<file path="config.mk">
export PLATFORM = sky130hd
export DESIGN_NAME = rtc_trim_prescaler
export DESIGN_NICKNAME = d
export VERILOG_FILES = /design/src/rtl/rtc_trim_pkg.sv /design/src/rtl/rtc_slice_prescaler.sv /design/src/rtl/rtc_second_divider.sv /design/src/rtl/rtc_trim_scheduler.sv /design/src/rtl/rtc_trim_prescaler.sv
export SDC_FILE = /design/constraint.sdc
export NUM_CORES = 1
export LEC_CHECK = 0
export ABC_AREA = 1
export BUFFER_PORTS_ARGS = -buffer_cell sky130_fd_sc_hd__buf_2
export CORE_MARGIN = 4
export CORE_UTILIZATION = 40
export DETAILED_ROUTE_END_ITERATION = 6
export PLACE_DENSITY = 0.61
export SYNTH_ARGS = -nofsm -noshare
export SYNTH_HDL_FRONTEND = slang
export SYNTH_SLANG_ARGS = --single-unit
</file>
<file path="constraint.sdc">
create_clock -name clk -period 8.6 [get_ports clk]
set_clock_uncertainty 0.2 [all_clocks]
set_input_delay 0 -clock clk [delete_from_list [all_inputs] [get_ports clk]]
set_output_delay 0 -clock clk [all_outputs]
set_load 0.02 [all_outputs]
</file>
<file path="src/rtl/rtc_trim_pkg.sv">
package rtc_trim_pkg;

    typedef struct packed {
        logic       fast;   // 1: speed up (shorten), 0: slow down (lengthen)
        logic [4:0] mag;    // number of minute pairs to correct
    } trim_cfg_t;

    typedef enum logic [1:0] {
        KIND_NOMINAL = 2'd0,
        KIND_SHORT   = 2'd1,
        KIND_LONG    = 2'd2
    } sec_kind_e;

    // Decide how the second with index sec_i inside minute min_i is trimmed.
    function automatic sec_kind_e pick_kind(input int unsigned sec_i,
                                            input int unsigned min_i,
                                            input trim_cfg_t   cfg);
        if (sec_i != 0 || cfg.mag == 5'd0)
            return KIND_NOMINAL;
        if (min_i >= 2 * 32'(cfg.mag))
            return KIND_NOMINAL;
        return cfg.fast ? KIND_SHORT : KIND_LONG;
    endfunction

endpackage

</file>
<file path="src/rtl/rtc_slice_prescaler.sv">
module rtc_slice_prescaler #(
    parameter int unsigned SLICE_TICKS = 128,
    parameter int unsigned TEST_DIV    = 64
) (
    input  logic clk,
    input  logic rst,
    input  logic adv,
    output logic slice_end,
    output logic ftest
);
    localparam int unsigned PW = $clog2(SLICE_TICKS);
    localparam int unsigned TW = $clog2(TEST_DIV);

    logic [PW-1:0] pre_q;

    assign slice_end = adv && (pre_q == PW'(SLICE_TICKS - 1));
    assign ftest     = pre_q[TW-1];

    always_ff @(posedge clk) begin
        if (rst)
            pre_q <= '0;
        else if (adv)
            pre_q <= slice_end ? '0 : pre_q + PW'(1);
    end


    ftest_hold_chk: assert property (@(posedge clk) disable iff (rst)
        !adv |=> $stable(ftest));

endmodule

</file>
<file path="src/rtl/rtc_second_divider.sv">
module rtc_second_divider #(
    parameter int unsigned SW = 9
) (
    input  logic          clk,
    input  logic          rst,
    input  logic          slice_end,
    input  logic [SW-1:0] target,
    output logic          sec_end,
    output logic          sec_stb
);
    logic [SW-1:0] cnt_q;

    assign sec_end = slice_end && (cnt_q == target - SW'(1));

    always_ff @(posedge clk) begin
        if (rst) begin
            cnt_q   <= '0;
            sec_stb <= 1'b0;
        end else begin
            sec_stb <= sec_end;
            if (slice_end)
                cnt_q <= sec_end ? '0 : cnt_q + SW'(1);
        end
    end


    slice_bound_chk: assert property (@(posedge clk) disable iff (rst)
        cnt_q < target);


    strobe_width_chk: assert property (@(posedge clk) disable iff (rst)
        sec_stb |=> !sec_stb);

endmodule

</file>
<file path="src/rtl/rtc_trim_scheduler.sv">
module rtc_trim_scheduler
    import rtc_trim_pkg::*;
#(
    parameter int unsigned SECS     = 60,
    parameter int unsigned MINS     = 64,
    parameter int unsigned SLICES   = 256,
    parameter int unsigned SHORT_SL = 2,
    parameter int unsigned LONG_SL  = 1,
    parameter int unsigned SW       = 9
) (
    input  logic          clk,
    input  logic          rst,
    input  logic [5:0]    cal_in,
    input  logic          sec_end,
    output logic [SW-1:0] target,
    output logic          min_stb
);
    localparam int unsigned SECW = $clog2(SECS);
    localparam int unsigned MINW = $clog2(MINS);

    trim_cfg_t       cal_q;
    logic [SECW-1:0] sec_idx;
    logic [MINW-1:0] min_idx;
    logic            min_end;
    sec_kind_e       kind;

    assign min_end = sec_end && (sec_idx == SECW'(SECS - 1));
    assign kind    = pick_kind(32'(sec_idx), 32'(min_idx), cal_q);

    always_comb begin
        unique case (kind)
            KIND_SHORT: target = SW'(SLICES - SHORT_SL);
            KIND_LONG:  target = SW'(SLICES + LONG_SL);
            default:    target = SW'(SLICES);
        endcase
    end

    always_ff @(posedge clk) begin
        if (rst) begin
            cal_q   <= trim_cfg_t'(cal_in);
            sec_idx <= '0;
            min_idx <= '0;
            min_stb <= 1'b0;
        end else begin
            min_stb <= min_end;
            if (min_end) begin
                cal_q   <= trim_cfg_t'(cal_in);
                sec_idx <= '0;
                min_idx <= (min_idx == MINW'(MINS - 1)) ? '0 : min_idx + MINW'(1);
            end else if (sec_end) begin
                sec_idx <= sec_idx + SECW'(1);
            end
        end
    end


    cal_hold_chk: assert property (@(posedge clk) disable iff (rst)
        !min_end |=> $stable(cal_q));

endmodule

</file>
<file path="src/rtl/rtc_trim_prescaler.sv">
module rtc_trim_prescaler #(
    parameter int unsigned TICKS_PER_SEC  = 32768,
    parameter int unsigned SLICE_TICKS    = 128,
    parameter int unsigned SECS_PER_MIN   = 60,
    parameter int unsigned MINS_PER_CYCLE = 64,
    parameter int unsigned SHORTEN_TICKS  = 256,
    parameter int unsigned LENGTHEN_TICKS = 128,
    parameter int unsigned TEST_DIV       = 64
) (
    input  logic       clk,
    input  logic       rst,
    input  logic       osc_tick,
    input  logic       stop,
    input  logic [5:0] cal_in,
    output logic       sec_stb,
    output logic       min_stb,
    output logic       ftest_out
);
    localparam int unsigned SLICES   = TICKS_PER_SEC / SLICE_TICKS;
    localparam int unsigned SHORT_SL = SHORTEN_TICKS / SLICE_TICKS;
    localparam int unsigned LONG_SL  = LENGTHEN_TICKS / SLICE_TICKS;
    localparam int unsigned SW       = $clog2(SLICES + LONG_SL + 1);

    logic          adv;
    logic          slice_end;
    logic          sec_end;
    logic [SW-1:0] target;

    assign adv = osc_tick && !stop;

    rtc_slice_prescaler #(
        .SLICE_TICKS (SLICE_TICKS),
        .TEST_DIV    (TEST_DIV)
    ) u_pre (
        .clk       (clk),
        .rst       (rst),
        .adv       (adv),
        .slice_end (slice_end),
        .ftest     (ftest_out)
    );

    rtc_second_divider #(
        .SW (SW)
    ) u_sec (
        .clk       (clk),
        .rst       (rst),
        .slice_end (slice_end),
        .target    (target),
        .sec_end   (sec_end),
        .sec_stb   (sec_stb)
    );

    rtc_trim_scheduler #(
        .SECS     (SECS_PER_MIN),
        .MINS     (MINS_PER_CYCLE),
        .SLICES   (SLICES),
        .SHORT_SL (SHORT_SL),
        .LONG_SL  (LONG_SL),
        .SW       (SW)
    ) u_sched (
        .clk     (clk),
        .rst     (rst),
        .cal_in  (cal_in),
        .sec_end (sec_end),
        .target  (target),
        .min_stb (min_stb)
    );


    min_with_sec_chk: assert property (@(posedge clk) disable iff (rst)
        min_stb |-> sec_stb);


    stop_quiet_chk: assert property (@(posedge clk) disable iff (rst)
        stop |=> !sec_stb);

endmodule

</file>
== After elaboration in Yosys (flattened, before gate mapping) ==
Index checks and enable logic that the tools add are counted.

* Order comparisons: 1
* Reductions and logical operators: 10
* $add $sub $neg: 5
* Multiplexer cells: 14
* Equal/unequal tests: 6

{| class="wikitable"
|+ Operators with widths
! operator !! number
|-
| 6-bit two-way mux || 3
|-
| 9-bit one-hot mux with 2 select lines || 1
|-
| 6-bit by 1-bit adder with 6-bit output (second input constant) || 2
|-
| 6-bit equality test (second input constant) || 2
|-
| 2-bit two-way mux || 5
|-
| 9-bit by 1-bit adder with 9-bit output (second input constant) || 1
|-
| 9-bit equality test || 1
|-
| 9-bit two-way mux || 1
|-
| 9-bit by 1-bit subtractor with 9-bit output (second input constant) || 1
|-
| 7-bit by 1-bit adder with 7-bit output (second input constant) || 1
|-
| 7-bit equality test (second input constant) || 1
|-
| 7-bit two-way mux || 1
|-
| 6-bit greater-or-equal comparator || 1
|-
| 6-bit nonzero test || 1
|-
| 5-bit logical NOT || 1
|-
| 1-bit logical AND || 4
|-
| 1-bit two-way mux || 3
|-
| 2-bit by 1-bit equality test with 1-bit output (second input constant) || 1
|-
| 2-bit equality test (second input constant) || 1
|-
| 2-bit nonzero test || 1
|-
| 2-bit OR reduction || 1
|-
| 1-bit logical NOT || 1
|-
| 1-bit logical OR || 1
|}

* Bits of input ports: 10
* Flip-flop bits (word level): 36
* Output and inout port bits: 3

== Longest topological paths before layout ==
Gate-level depths: netlist of run 1.

* Word-level depth: 14
* Mapped depth: 18
* Mapped depth without buffers: 17

== Modules after synthesis ==
From an unflattened synthesis of run 1, not the netlist that was laid out.

* Cell total of the unflattened synthesis: 330
* Area, all modules: 2219.6 sq um

{| class="wikitable"
|+ By module, submodules not included
! module !! cells an instance !! times used !! seq. area each (sq um) !! area an instance (sq um)
|-
| rtc_trim_scheduler || 140 || 1 || 440.4 || 1042.2
|-
| rtc_second_divider || 140 || 1 || 200.2 || 812.0
|-
| rtc_slice_prescaler || 48 || 1 || 140.1 || 355.3
|-
| rtc_trim_prescaler || 2 || 1 || 0.0 || 10.0
|}

== Worst setup path before layout of run 1 ==
Ideal clock, no wire load.

* Path type: register to register
* From: register u_sched.min_idx[1]
* To: register u_sched.cal_q[0] (netlist name), enable pin
* Data required time: 8.081 ns
* Arrival: 2.250 ns
* Setup time: 0.319 ns
* Setup slack: 5.830 ns
* Clock period less this slack: 2.770 ns
* Stages on the path, launching flop included: 15
* Cells stage by stage: dfxtp_1 inv_1 ha_1 nand2_1 and2_1 o21ai_0 nor4_1 ha_1 inv_1 nand2_1 nand2_1 nand3_1 nor2_2 nand3_2 nand2_2

* Cells in the longest elaborated chain, start to end: 12
* Elaborated cells on any way between the ends: 14
* Classes of those cells: add/sub: 1; order compare: 1; eq/ne: 3; mux: 6; reduce/logical: 3

{| class="wikitable"
|+ Ends and longest elaborated chain
! item !! RTL line !! RTL
|-
| start: declaration || rtc_trim_scheduler.sv:23 || <nowiki>logic [MINW-1:0] min_idx;</nowiki>
|-
| start signal: assignment || rtc_trim_scheduler.sv:49 || <nowiki>min_idx <= (min_idx == MINW'(MINS - 1)) ? '0 : min_idx + MINW'(1);</nowiki>
|-
| 6-bit greater-or-equal comparator * || rtc_trim_pkg.sv:20 || <nowiki>if (min_i >= 2 * 32'(cfg.mag))</nowiki>
|-
| 1-bit two-way mux (2 in series) || rtc_trim_pkg.sv:20 ||
|-
| 2-bit two-way mux * || rtc_trim_pkg.sv:22 || <nowiki>return cfg.fast ? KIND_SHORT : KIND_LONG;</nowiki>
|-
| 2-bit two-way mux * || rtc_trim_pkg.sv:20 ||
|-
| 2-bit equality test or 2-bit by 1-bit equality test with 1-bit output (tied branches) || rtc_trim_scheduler.sv:31 || <nowiki>unique case (kind)</nowiki>
|-
| 9-bit one-hot mux with 2 select lines * || rtc_trim_scheduler.sv:31 ||
|-
| 9-bit by 1-bit subtractor with 9-bit output * || rtc_second_divider.sv:13 || <nowiki>assign sec_end = slice_end && (cnt_q == target - SW'(1));</nowiki>
|-
| 9-bit equality test * || rtc_second_divider.sv:13 ||
|-
| 1-bit logical AND * || rtc_second_divider.sv:13 ||
|-
| 1-bit logical AND * || rtc_trim_scheduler.sv:27 || <nowiki>assign min_end = sec_end && (sec_idx == SECW'(SECS - 1));</nowiki>
|-
| 2-bit nonzero test (no line) * || -- ||
|-
| end signal: assignment || rtc_trim_scheduler.sv:40 || <nowiki>cal_q <= trim_cfg_t'(cal_in);</nowiki>
|-
| end signal: assignment || rtc_trim_scheduler.sv:47 || <nowiki>cal_q <= trim_cfg_t'(cal_in);</nowiki>
|-
| end: declaration || rtc_trim_scheduler.sv:21 || <nowiki>trim_cfg_t cal_q;</nowiki>
|}

Mark *: on every way between the ends. The rest lies on a longest branch, timed or not. The select of a mux whose other input is x is not followed.
A chain may end at the register's enable or synchronous reset.

== Final worst setup path of run 1 ==
* From: register u_sched.min_idx[1]
* To: register u_sched.cal_q[1] (netlist name), enable pin

Same word-level chain as after synthesis.

==> impl_metrics.env, run 1 <==
export IMPL_rrSetupSlack_ns=5.17
export IMPL_multi_input_area_mm2=0.001079
export IMPL_diodes=0
export IMPL_viasPerCell=4.815
export IMPL_drive_above_1_share_pct=11.33
export IMPL_cts_tree="built"
export IMPL_path_class="reg -> reg"
export IMPL_start_util_pct=42.36
export IMPL_finalWirelength_um=4078
export IMPL_hold_path_class="in -> reg"
export IMPL_ys_ff_latch=36
export IMPL_required_ns=8.36
export IMPL_ctsResizeCount=0
export IMPL_htreeDepth=2
export IMPL_dp_cells=350
export IMPL_antenna_found_initial=0
export IMPL_post_cts_buffers=0
export IMPL_rr_endpoint="u_sched.cal_q[1]"
export IMPL_dp_hpwl_um=2973
export IMPL_drc=0
export IMPL_synth_seq_area_share_pct=38.26
export IMPL_finalCriticalPeriod_ns=3.427
export IMPL_hold_viol=0
export IMPL_vias=1767
export IMPL_cts_buffer_depth=2
export IMPL_grt_first_pass_wirelength_um=7217
export IMPL_core_area_mm2=0.004817
export IMPL_clkLatencyLatePin_ns=0.29
export IMPL_grt_overflow=0
export IMPL_grt_setup_unrepaired="false"
export IMPL_finalSetupViolCount=0
export IMPL_regArea_um2=780.7
export IMPL_status="finished clean"
export IMPL_worstSetupStartpointType="flop"
export IMPL_avgSynthCellArea_um2=7.448
export IMPL_fin_crit_sh_pct=39.85
export IMPL_cts_sinks=36
export IMPL_drt_pass1_iterations=4
export IMPL_syn2layout_area_growth_pct=14.41
export IMPL_syn_inst=274
export IMPL_path_clk_slew_ns=0.07
export IMPL_numCtsBuffers=5
export IMPL_rows=25
export IMPL_place_gp_congestion=0.7847
export IMPL_fin_cells=367
export IMPL_avgRoutedWirePerCell_um=11.11
export IMPL_port_buffers=12
export IMPL_cp_max_fo=12
export IMPL_grt_usage_pct=14.48
export IMPL_rr_startpoint="u_sched.min_idx[1]"
export IMPL_syn_cell_area_mm2=0.002041
export IMPL_ff2ff_path_depth=14
export IMPL_arrival_ns=3.19
export IMPL_worst_hold_slack_ns=0.07924
export IMPL_hp_start="osc_tick"
export IMPL_fin_nets=321
export IMPL_whs_path_depth=6
export IMPL_worst_pin_slew_ns=0.5670
export IMPL_endpoint_kind="flop"
export IMPL_dieArea_mm2=0.006308
export IMPL_fp_dieH_um=79.43
export IMPL_max_freq_mhz=291.8
export IMPL_synth_cell_types=32
export IMPL_nFillCells=491
export IMPL_powerDensity_mw_per_mm2=135.4
export IMPL_irDropWorstVdd_mv=0.08093
export IMPL_holdPathEnd="u_sec.cnt_q[0]"
export IMPL_synth_fp_nets=296
export IMPL_slew_violations=0
export IMPL_leakagePower_nw=1.014
export IMPL_maxCapViolCount=0
export IMPL_die_w_um=79.43
export IMPL_detail_route_antenna_nets=0
export IMPL_maxSlewHeadroom_pct=62.16
export IMPL_yosysWarnings=0
export IMPL_cts_root_buf="clkbuf_8"
export IMPL_grt_pass1_vias=1628
export IMPL_final_setup_tns_ns=0
export IMPL_grt_max_degree=14
export IMPL_drt_iter0_markers=68
export IMPL_ioPinCount=13
==> layout make-up <==
cell class	count	area share, %
tap	67	3.591
timing repair buffer	21	6.431
clock inverter	1	0.1608
inverter	43	6.913
sequential	36	33.44
multi-input combinational	192	46.19
clock buffer	7	3.269
==> routing by layer <==
| layer | up-vias | wire length, µm | global-route usage, % |
|---|---|---|---|
| met1 | 798 | 2212 | 19.92 |
| met4 | 0 | 58 | 5.155 |
| met5 | - | 0 | 0 |
| li1 | 942 | - | - |
| met2 | 21 | 1682 | 22.04 |
| met3 | 6 | 125 | 3.386 |
==> layout by cell type (no fill, tap or decap), types with 7 or more instances in the layout <==
cell,instances
buf_2,12
dlygate4sd3_1,9
a21oi_1,8
ha_1,12
o21ai_0,7
nand3_1,36
nand4_1,10
nand2_1,51
dfxtp_1,30
inv_1,41
nor2_1,34
==> cells in the mapped netlist <==
| cell | count | share of area [%] |
|---|---|---|
| nand2_1 | 51 | 9.4 |
| inv_1 | 41 | 7.5 |
| nand3_1 | 36 | 8.8 |
| nor2_1 | 34 | 6.3 |
| dfxtp_1 | 30 | 29 |
| ha_1 | 12 | 7.4 |
| nand4_1 | 10 | 3.1 |
| a21oi_1 | 8 | 2.0 |
| o21ai_0 | 7 | 1.7 |
| edfxtp_1 | 6 | 8.8 |
| xor2_1 | 6 | 2.6 |
| nor2_4 | 5 | 2.8 |
| nand2_2 | 3 | 0.92 |
| nor2_2 | 3 | 0.92 |
| a211oi_1 | 2 | 0.74 |
| inv_2 | 2 | 0.37 |
| nor3_1 | 2 | 0.49 |
| o22ai_1 | 2 | 0.61 |
| a31oi_1 | 1 | 0.31 |
| and2_0 | 1 | 0.31 |
| and2_1 | 1 | 0.31 |
| buf_2 | 1 | 0.25 |
| buf_6 | 1 | 0.55 |
| clkbuf_1 | 1 | 0.18 |
| nand2_4 | 1 | 0.55 |
| nand3_2 | 1 | 0.49 |
| nand4_4 | 1 | 1.0 |
| nor3_4 | 1 | 0.80 |
| nor4_1 | 1 | 0.31 |
| o21bai_1 | 1 | 0.37 |
| o31ai_1 | 1 | 0.37 |
| xnor2_1 | 1 | 0.43 |
==> state kept, by name, summed over array words and instances, names as in the netlist <==
signal / cells
u_sched.sec_idx: 6
u_sched.cal_q: 6
u_sched.min_stb: 1
u_sec.sec_stb: 1
u_sec.cnt_q: 9
u_sched.min_idx: 6
u_pre.pre_q: 7
==> cell families (layout without fill, tap and decap cells) <==
logic type | count (synthesis) | after routing | share of synthesized area (%)
buffers and inverters | 46 | 72 | 8.890
and+or+nand+nor | 151 | 151 | 36.42
xor gates and xnor gates | 7 | 7 | 3.004
AOI/OAI and AO/OA | 22 | 22 | 6.070
DFF | 36 | 36 | 38.26
adders and majority gates | 12 | 12 | 7.357
==> through the flow <==
step | power (mW) | utilization (%) | setup WS, ns | cell area, µm²
2_1_floorplan | 0.1946 | - | 5.830 | 2041
3_3_place_gp | 0.2008 | 44.94 | 5.262 | 2165
6_report | 0.3162 | 48.47 | 5.173 | 2335
5_1_grt | 0.3316 | 48.47 | 4.887 | 2335
3_5_place_dp | 0.2011 | 44.94 | 5.183 | 2165
4_1_cts | 0.3209 | 48.47 | 5.172 | 2335
==> report_power, final <==
part,switching (mW),internal (mW),leakage (nW),total (mW)
Combinational,0.0142,0.0101,0.673,0.0244
Clock,0.0593,0.0564,0.0399,0.116
Sequential,0.00181,0.174,0.301,0.176
==> worst max-delay path by stage <==
stage	from	end	slack [ns]	depth (start not counted)
6_report	u_sched.min_idx[1]	u_sched.cal_q[1]	5.17	14
4_1_cts	u_sched.min_idx[1]	u_sched.cal_q[0]	5.17	14
3_5_place_dp	u_sched.min_idx[1]	u_sched.cal_q[4]	5.18	14
3_3_place_gp	u_sched.min_idx[1]	u_sched.cal_q[3]	5.26	14
5_1_grt	u_sched.min_idx[1]	u_sched.cal_q[4]	4.89	14
2_1_floorplan	u_sched.min_idx[1]	u_sched.cal_q[0]	5.83	14
==> worst max-delay path, stage by stage (launching register included) <==
cell and delay [ns]:
dfxtp_1 0.38, inv_1 0.06, ha_1 0.28, nand2_1 0.06, and2_1 0.11, o21ai_0 0.10
nor4_1 0.38, ha_1 0.32, inv_1 0.06, nand2_1 0.05, nand2_1 0.07, nand3_1 0.08
nor2_2 0.45, nand3_2 0.22, nand2_2 0.29
==> what timing repair did <==
item,in CTS,in global routing
endpoints found under the hold margin,14,0
endpoints found under the setup margin,0,0
hold buffers,9,0
Power figures use the tool's default switching activity.
==> inputs of run 2 (changes only) <==
- ABC_AREA: 1 -> 0
- PLACE_DENSITY: 0.61 -> 0.64
- clock period: 8.6 -> 2.8 ns (I/O delays scaled with it)
==> run 2 against run 1 <==
Net effect:
- the flow now finishes with violations (setup timing)
- sequential power rose to 3.1 times the previous value
- clock-buffer cell count is 1 lower
- critical path type unchanged
- flip-flop and latch count is the same
==> impl_metrics.env, run 2 <==
export IMPL_slew_violations=0
export IMPL_grt_first_pass_wirelength_um=6541
export IMPL_drt_iter0_markers=83
export IMPL_dieArea_mm2=0.005775
export IMPL_vias=1588
export IMPL_final_area_mm2=0.002581
export IMPL_avgSynthCellArea_um2=9.246
export IMPL_yosys_top_cells_count="dfxtp_1, nor2_1, nand2_1"
export IMPL_powerDensity_mw_per_mm2=419.7
export IMPL_numCtsBuffers=5
export IMPL_max_freq_mhz=279.6
export IMPL_pre_cts_slack_ns=-0.7011
export IMPL_yosysTopAreaCell="dfxtp_1"
export IMPL_finalSetupViolCount=29
export IMPL_largest_register="u_sec.cnt_q"
export IMPL_core_area_mm2=0.004414
export IMPL_yosysWarnings=0
export IMPL_ioPinCount=13
export IMPL_multi_input_area_mm2=0.001130
export IMPL_path_clk_slew_ns=0.07
export IMPL_rows=24
export IMPL_path_class="reg -> reg"
export IMPL_syn_cell_area_mm2=0.001849
export IMPL_worst_pin_slew_ns=0.4893
export IMPL_rrSetupSlack_ns=-0.78
export IMPL_synth_seq_area_share_pct=42.22
export IMPL_hold_path_class="in -> reg"
export IMPL_synth_fp_nets=222
export IMPL_grt_setup_unrepaired="true"
export IMPL_finalWirelength_um=4092
export IMPL_drc=0
export IMPL_synth_async_reset_ratio_pct=0
export IMPL_port_buffers=12
export IMPL_cts_root_buf="clkbuf_8"
export IMPL_grt_usage_pct=13.77
export IMPL_fin_nets=278
export IMPL_diodes=0
export IMPL_leakagePower_nw=1.057
export IMPL_synthTopCellsByArea="dfxtp_1, edfxtp_1, ha_1, xor2_1, nor2_1"
export IMPL_cts_tree="built"
export IMPL_htreeDepth=2
export IMPL_maxSlewHeadroom_pct=67.38
export IMPL_syn2layout_area_growth_pct=39.58
export IMPL_synth_edf_count=6
export IMPL_synth_ff_type="dfxtp_1"
export IMPL_antenna_found_initial=0
export IMPL_regArea_um2=782.0
export IMPL_finalCriticalPeriod_ns=3.577
export IMPL_irDropWorstVdd_mv=0.2753
export IMPL_drive_above_1_share_pct=32.30
export IMPL_clkLatencyLatePin_ns=0.29
export IMPL_fin_crit_sh_pct=127.7
export IMPL_drt_pass1_iterations=4
export IMPL_final_cell_mix="dfxtp_1, buf_4, nor2_1"
export IMPL_synthMostInstantiatedCell="dfxtp_1"
export IMPL_arrival_ns=3.60
export IMPL_status="finished with violations"
export IMPL_required_ns=2.82
export IMPL_cp_max_fo=11
export IMPL_cts_buffer_depth=2
export IMPL_syn_inst=200
export IMPL_whs_path_depth=5
export IMPL_maxCapViolCount=0
export IMPL_rr_startpoint="u_sched.cal_q[4]"
export IMPL_hp_start="osc_tick"
export IMPL_synth_cell_types=46
export IMPL_hold_viol=0
export IMPL_final_util_pct=58.48
export IMPL_setup_ws_ns=-0.7765
export IMPL_grt_pass1_vias=1469
export IMPL_reg_largest_list="u_sec.cnt_q x9, u_pre.pre_q x7"
export IMPL_avgRoutedWirePerCell_um=13.24
export IMPL_dpl_cell_area_mm2=0.002141
export IMPL_grt_max_degree=23
export IMPL_fp_dieH_um=76.00
export IMPL_endpoint_kind="flop"
export IMPL_detail_route_antenna_nets=0
export IMPL_cts_sinks=36
export IMPL_viasPerCell=5.139
export IMPL_largest_reg_flops=9
export IMPL_start_util_pct=41.89
export IMPL_worstSetupStartpointType="flop"
export IMPL_nFillCells=389
export IMPL_grt_overflow=0
export IMPL_dp_hpwl_um=2562
export IMPL_violations="setup timing"
export IMPL_holdPathEnd="u_pre.pre_q[2]"
export IMPL_yosys_area_top_type_share_pct=32.48
export IMPL_die_w_um=76.00
export IMPL_ys_ff_latch=36
export IMPL_place_gp_congestion=0.8185
export IMPL_rr_endpoint="u_sched.min_idx[2]"
export IMPL_ff2ff_path_depth=16
export IMPL_mostFrequentLayoutCell="dfxtp_1"
==> run 2: cell count changes after synthesis, moves of 4 or more <==
| cell | change |
|---|---|
| inv_1 | -28 |
| nand2_1 | -34 |
| nor2_1 | -12 |
| nand3_1 | -31 |
| nor2_4 | -5 |
| a21oi_1 | +4 |
| or3_1 | +5 |
| or4_1 | +5 |
| xor2_1 | +4 |
==> run 2: through the flow <==
stage / power [mW] / hold slack, ns / cells / TNS (ns)
floorplan: 0.5897 / -0.1209 / 200 / -9.111
global placement: 0.6097 / -0.02351 / 282 / -13.18
detailed placement: 0.6116 / -0.02189 / 282 / -14.84
CTS: 1.084 / 0.03131 / 307 / -16.05
global route: 1.123 / 0.06414 / 309 / -25.17
finish: 1.083 / 0.03655 / 309 / -20.57
==> run 2: worst max-delay path by stage <==
stage	startpoint	end	slack [ns]	depth (start not counted)
2_1_floorplan	u_sched.sec_idx[5]	u_sched.min_idx[5]	-0.49	11
3_3_place_gp	u_sched.sec_idx[5]	u_sched.sec_idx[5]	-0.61	10
3_5_place_dp	u_sched.cal_q[3]	u_sched.sec_idx[5]	-0.70	13
4_1_cts	u_sched.cal_q[1]	u_sched.sec_idx[4]	-0.69	15
5_1_grt	u_sched.cal_q[4]	u_sched.sec_idx[4]	-0.95	16
6_report	u_sched.cal_q[4]	u_sched.min_idx[2]	-0.78	16
==> run 2: worst max-delay path, stage by stage (launching register included) <==
cell	delay (ns)
edfxtp_1	0.42
inv_2	0.10
ha_4	0.20
nand4_1	0.11
a21oi_2	0.04
nor4b_2	0.31
o221ai_2	0.16
or2_4	0.28
ha_4	0.17
buf_6	0.11
nand3b_1	0.20
a221oi_4	0.34
buf_4	0.17
nand4_1	0.09
buf_6	0.18
or3_1	0.30
a21oi_1	0.14
==> run 2: per-layer routing <==
layer,routed length (µm),GRT usage [%]
met3,116,3.191
met2,2037,21.58
met5,0,0
met1,1838,17.01
met4,99,8.363
==> run 2: area by class of cell <==
type / count / area share [%]
flip-flops and latches: 36 / 30.30
clock buffers: 6 / 2.811
clock inverters: 2 / 1.357
inverters: 13 / 1.890
multi-input cells: 146 / 43.77
well taps: 52 / 2.521
repair buffers: 54 / 17.35
==> run 2: kinds of logic after synthesis <==
kind of cell             synth area share (%)
adder cells (fa/ha/maj)                 8.119
XOR/XNOR                                6.157
AO/OA/AOI/OAI                           10.83
multiplexers                            2.436
flip-flops                              42.22
buffers and inverters                   4.601
AND/OR/NAND/NOR                         25.64
==> run 2: where the power goes <==
part | total [mW] | switching, mW | internal, mW
clock network | 0.451 | 0.187 | 0.264
registers | 0.540 | 0.00520 | 0.535
logic | 0.0921 | 0.0433 | 0.0489
==> run 2: timing repair <==
item	in CTS	in global routing
endpoints found under the setup margin	29	29
cloned	0	0
setup buffers	8	3
gates resized for setup	10	22
pin swaps	7	10
hold buffers	9	0
hold endpoints to repair	25	0
